[config.mk]
export PLATFORM = sky130hd
export DESIGN_NAME = vwc_unit
export DESIGN_NICKNAME = d
export VERILOG_FILES = /design/src/rtl/vwc_pkg.sv /design/src/rtl/vwc_decode.sv /design/src/rtl/vwc_lane.sv /design/src/rtl/vwc_unit.sv
export SDC_FILE = /design/constraint.sdc
export NUM_CORES = 1
export LEC_CHECK = 0
export BUFFER_PORTS_ARGS = -buffer_cell sky130_fd_sc_hd__buf_2
export CAP_MARGIN = 20
export CORE_ASPECT_RATIO = 0.7
export CORE_MARGIN = 2
export CORE_UTILIZATION = 25
export DETAILED_ROUTE_END_ITERATION = 8
export GPL_TIMING_DRIVEN = 0
export RECOVER_POWER = 25
export SYNTH_ARGS = -nofsm -noshare
export SYNTH_HDL_FRONTEND = slang
export SYNTH_SLANG_ARGS = --single-unit
export TNS_END_PERCENT = 100
[constraint.sdc]
create_clock -name clk -period 0.8 [get_ports clk]
set_input_delay 0.12 -clock clk [delete_from_list [all_inputs] [get_ports clk]]
set_output_delay 0.12 -clock clk [all_outputs]
set_load 0.01 [all_outputs]
[src/rtl/vwc_pkg.sv]
package vwc_pkg;
  typedef enum logic [1:0] {
    VOP_NONE     = 2'd0,
    VOP_CARRY    = 2'd1,
    VOP_WRAPSUM  = 2'd2,
    VOP_NOBORROW = 2'd3
  } vop_e;

  localparam int PRI_W     = 6;
  localparam int XO_W      = 11;
  localparam int IDX_W     = 5;
  localparam int INSTR_W   = 32;
  localparam logic [PRI_W-1:0] PRI_VECTOR  = 6'd4;
  localparam logic [XO_W-1:0]  XO_CARRY    = 11'd384;
  localparam logic [XO_W-1:0]  XO_WRAPSUM  = 11'd128;
  localparam logic [XO_W-1:0]  XO_NOBORROW = 11'd1408;
endpackage

[src/rtl/vwc_decode.sv]
module vwc_decode
  import vwc_pkg::*;
(
  input  logic [INSTR_W-1:0] instr,
  output vop_e               op,
  output logic               legal,
  output logic [IDX_W-1:0]   dest
);
  localparam int PRI_LSB  = INSTR_W - PRI_W;
  localparam int DEST_LSB = PRI_LSB - IDX_W;

  logic [PRI_W-1:0] pri_f;
  logic [XO_W-1:0]  xo_f;

  assign pri_f = instr[INSTR_W-1:PRI_LSB];
  assign dest  = instr[PRI_LSB-1:DEST_LSB];
  assign xo_f  = instr[XO_W-1:0];

  always_comb begin
    op = VOP_NONE;
    if (pri_f == PRI_VECTOR) begin
      unique case (xo_f)
        XO_CARRY:    op = VOP_CARRY;
        XO_WRAPSUM:  op = VOP_WRAPSUM;
        XO_NOBORROW: op = VOP_NOBORROW;
        default:     op = VOP_NONE;
      endcase
    end
  end

  assign legal = (op != VOP_NONE);
endmodule

[src/rtl/vwc_lane.sv]
module vwc_lane
  import vwc_pkg::*;
#(
  parameter int LANE_W = 32
) (
  input  vop_e              op,
  input  logic [LANE_W-1:0] a,
  input  logic [LANE_W-1:0] b,
  output logic [LANE_W-1:0] res
);
  function automatic logic [LANE_W:0] wide_add(input logic [LANE_W-1:0] x, input logic [LANE_W-1:0] y);
    return {1'b0, x} + {1'b0, y};
  endfunction

  function automatic logic [LANE_W-1:0] as_flag(input logic f);
    return {{(LANE_W-1){1'b0}}, f};
  endfunction

  logic [LANE_W:0] sum_w;
  logic            carry_out;
  logic            no_borrow;

  assign sum_w     = wide_add(a, b);
  assign carry_out = sum_w[LANE_W];
  assign no_borrow = (a >= b);

  always_comb begin
    unique case (op)
      VOP_CARRY:    res = as_flag(carry_out);
      VOP_WRAPSUM:  res = sum_w[LANE_W-1:0];
      VOP_NOBORROW: res = as_flag(no_borrow);
      default:      res = '0;
    endcase
  end
endmodule

[src/rtl/vwc_unit.sv]
module vwc_unit
  import vwc_pkg::*;
#(
  parameter int LANE_W = 32,
  parameter int LANES  = 4,
  localparam int VEC_W = LANE_W * LANES
) (
  input  logic               clk,
  input  logic               rst_n,
  input  logic               issue_i,
  input  logic [31:0]        instr_i,
  input  logic [VEC_W-1:0]   src_a_i,
  input  logic [VEC_W-1:0]   src_b_i,
  output logic [VEC_W-1:0]   result_o,
  output logic               wr_en_o,
  output logic [4:0]         wr_idx_o,
  output logic               illegal_o
);
  vop_e             dec_op;
  logic             dec_legal;
  logic [IDX_W-1:0] dec_dest;
  logic [VEC_W-1:0] lane_res;
  logic             src_fields_unused;
  logic             do_write;
  logic             do_trap;

  assign src_fields_unused = ^instr_i[20:11];

  vwc_decode u_dec (
    .instr (instr_i),
    .op    (dec_op),
    .legal (dec_legal),
    .dest  (dec_dest)
  );

  // lane 0 is the most-significant word
  for (genvar g = 0; g < LANES; g++) begin : g_lane
    localparam int HI = VEC_W - 1 - g * LANE_W;
    vwc_lane #(.LANE_W(LANE_W)) u_lane (
      .op  (dec_op),
      .a   (src_a_i[HI -: LANE_W]),
      .b   (src_b_i[HI -: LANE_W]),
      .res (lane_res[HI -: LANE_W])
    );
  end

  assign do_write = issue_i && dec_legal;
  assign do_trap  = issue_i && !dec_legal;

  always_ff @(posedge clk or negedge rst_n) begin
    if (!rst_n) begin
      result_o  <= '0;
      wr_en_o   <= 1'b0;
      wr_idx_o  <= '0;
      illegal_o <= 1'b0;
    end else begin
      wr_en_o   <= do_write;
      illegal_o <= do_trap;
      if (do_write) begin
        result_o <= lane_res;
        wr_idx_o <= dec_dest;
      end
    end
  end
endmodule

==> impl_metrics.env <==
export IMPL_synthCells=1795
export IMPL_outcome="complete, but fails checks"
export IMPL_max_slew_worst_pin_slew_ps=1030
export IMPL_hold_viol=61
export IMPL_whs_ps=-188
export IMPL_cap_viol_max_count=0
export IMPL_ir_drop_mv=1.58
export IMPL_cp_max_fo=3
export IMPL_hpwlAfterDp_um=42900
export IMPL_htree_levels=4
export IMPL_portBuffers=415
export IMPL_fin_tns_setup_ps=-171270
export IMPL_period_share_pct=298
export IMPL_min_path_type="input port to async pin"
export IMPL_final_area_mm2=0.0222
export IMPL_fin_crit_ps=2380
export IMPL_violations="hold timing, setup timing"
export IMPL_drtIter0Drc=814
export IMPL_critPathKind="input port to flop"
export IMPL_grt_antenna_before_repair=20
export IMPL_syn_area_mm2=0.0144
export IMPL_gp_congestion=0.901
export IMPL_hold_buffers=6
export IMPL_nets=2909
export IMPL_synth_seq_cells=135
export IMPL_io_pins=426
export IMPL_yosysWarnings=0
export IMPL_start_kind="input port"
export IMPL_syn_num_nets=2346
export IMPL_num_fill_cells=5746
export IMPL_ys_flop_type="dfrtp_1"
export IMPL_power_density_mw_per_mm2=1230
export IMPL_drcViolationCount=0
export IMPL_ctsRootBufferMaster="clkbuf_16"
export IMPL_wire_per_inst_um=18.1
export IMPL_synth_area_per_cell_um2=8.00
export IMPL_grt_use_total_pct=18.4
export IMPL_setup_ws_ps=-1580
export IMPL_fp_coreArea_mm2=0.0567
export IMPL_drtAntennaViolNets=0
export IMPL_areaGrowthSynthToFinish_pct=54.5
export IMPL_grt_max_degree=75
export IMPL_cts_buffers=17
export IMPL_wirelength_um=56800
export IMPL_end_kind="flop"
export IMPL_slew_limit_headroom_pct=31.6
export IMPL_synth_edf_count=0
export IMPL_fmax_mhz=420
export IMPL_cts_sinks=135
export IMPL_yosysSeqAreaShare_pct=23.5
export IMPL_synthArstFlopShare_pct=100
export IMPL_drive_gt1_share_pct=39.7
export IMPL_dieArea_mm2=0.0594
export IMPL_dpl_cell_area_mm2=0.0181
export IMPL_clk_latency_ps=480
export IMPL_yosysUniqueCellTypes=81
export IMPL_cts_tree="done"
export IMPL_finClkSkew_ps=0
export IMPL_die_h_um=204
export IMPL_finalSetupViolations=290
export IMPL_first_global_vias=14100
export IMPL_leakage_nw=11.0
export IMPL_crit_required_ps=1150
export IMPL_start_util_pct=25.3
export IMPL_clock_path_buffers=2
export IMPL_arrival_ps=2740
export IMPL_rsz0062_at_grt="yes"
export IMPL_grt_ovfl_total=0
export IMPL_drt_vias_per_instance=4.66
export IMPL_first_pass_iters=4
export IMPL_row_count=73
export IMPL_die_w_um=290
export IMPL_vias=14600
export IMPL_final_max_slew_viol_count=0
export IMPL_grt_pass1_wl_um=83000
export IMPL_clk_pin_slew_ps=70
## worst max-delay path, stage by stage
cell and delay (ps):
buf_8 80, ha_4 130, inv_2 40, fa_2 360, o21bai_4 150, a21oi_4 80, o21ai_4 190, a31oi_4 130
o31a_4 320, o221ai_4 190, a21oi_4 100, buf_4 140, buf_6 110, o31ai_4 200, buf_4 150, xor2_1 170
o21ai_1 70
## through the flow
stage	hold slack [ps]	total power [W]	setup slack (ps)	utilization [%]	cells
3_3_place_gp	318	0.0152	-2820	31.9	2960
4_1_cts	-436	0.0265	-1530	37.2	3088
2_1_floorplan	-176	0.0127	-1780	-	1795
3_5_place_dp	103	0.0153	-2660	32.0	2962
5_1_grt	-132	0.0288	-1660	39.1	3125
6_report	-188	0.0273	-1580	39.1	3133
## path summary, 6_finish.rpt
check / startpoint / slack [ps] / cells past startpoint / endpoint
max reg2reg: result_o[96]$_DFFE_PN0P_ / -10 / 2 / result_o[96]$_DFFE_PN0P_
max in group asynchronous: rst_n / -20 / 2 / result_o[64]$_DFFE_PN0P_
min reg2reg: result_o[25]$_DFFE_PN0P_ / 470 / 2 / result_o[25]$_DFFE_PN0P_
min: rst_n / -190 / 1 / result_o[13]$_DFFE_PN0P_
min in group clk: src_a_i[97] / 60 / 3 / result_o[97]$_DFFE_PN0P_
max: src_a_i[32] / -1580 / 17 / result_o[58]$_DFFE_PN0P_
## flip-flops by register name, indices dropped and copies added (netlist names)
name,flops
wr_en_o,1
wr_idx_o,5
result_o,128
illegal_o,1
## cell usage after synthesis, types with 23 or more instances
cell,count,area [um^2]
inv_1,229,860
nand2b_1,23,144
dfrtp_1,135,3380
nor2_1,168,631
nand2_1,168,631
o21ai_0,151,756
ha_1,256,3200
xnor2_1,99,867
a21o_1,27,203
o21bai_1,50,375
clkbuf_1,44,165
nor3_1,27,135
a21oi_1,138,691
## what timing repair did
item | in CTS | in global routing
hold endpoints to repair | 67 | 61
endpoints found under the setup margin | 270 | 269
resized for setup | 371 | 163
buffers inserted | 86 | 46
pin swaps | 197 | 146
cloned | 7 | 0
## placed cells by master, fill, tap and decap left out, types with 9 or more instances in the layout
cell         n
buf_2      371
inv_1      207
ha_1       202
nor2_1     155
nand2_1    137
dfrtp_1    135
o21ai_1    111
a21oi_1    104
buf_4       81
buf_6       75
xnor2_1     66
o21bai_1    47
ha_4        41
xnor2_2     32
clkbuf_16   29
nand2_2     28
a21oi_2     28
o21ai_2     28
o21ai_0     27
a21o_1      27
nand4_1     20
nor3_1      19
clkbuf_1    17
nor2b_1     16
nand2b_1    16
xor2_1      15
buf_8       15
ha_2        13
diode_2     12
a21oi_4     12
or3_1       12
inv_2       11
nor4_1      11
nand3_1      9
## kinds of logic after synthesis
| family | after synthesis | synth area share, % |
|---|---|---|
| adders and majority gates | 260 | 22.9 |
| and+or+nand+nor | 494 | 15.7 |
| xor gates and xnor gates | 117 | 7.14 |
| AOI/OAI and AO/OA | 509 | 23.4 |
| buffers and inverters | 280 | 7.38 |
| DFF | 135 | 23.5 |
## final cells by class
type / count / area [um^2] / area share, %
flip-flops and latches: 135 / 3380 / 15.2
plain buffers: 42 / 455 / 2.05
inverters: 229 / 925 / 4.17
well taps: 750 / 938 / 4.23
diodes: 12 / 30.0 / 0.135
clock inverters: 15 / 225 / 1.02
clock buffers: 17 / 425 / 1.92
repair buffers: 553 / 3810 / 17.2
multi-input cells: 1380 / 12000 / 54.1
## power by group
group          switching, W  internal [W]
Sequential       0.00000148       0.00683
Clock               0.00375       0.00554
Combinational       0.00588       0.00528
## metal layers
| layer | vias to the layer above | part of all wire, % | track usage, % |
|---|---|---|---|
| li1 | 7280 | - | - |
| met1 | 6878 | 46 | 24.7 |
| met2 | 360 | 45 | 29.0 |
| met3 | 65 | 7.3 | 5.49 |
| met4 | 12 | 1.5 | 4.50 |
| met5 | - | 0.13 | 0 |
No activity file was read; power rests on OpenSTA's default activity.
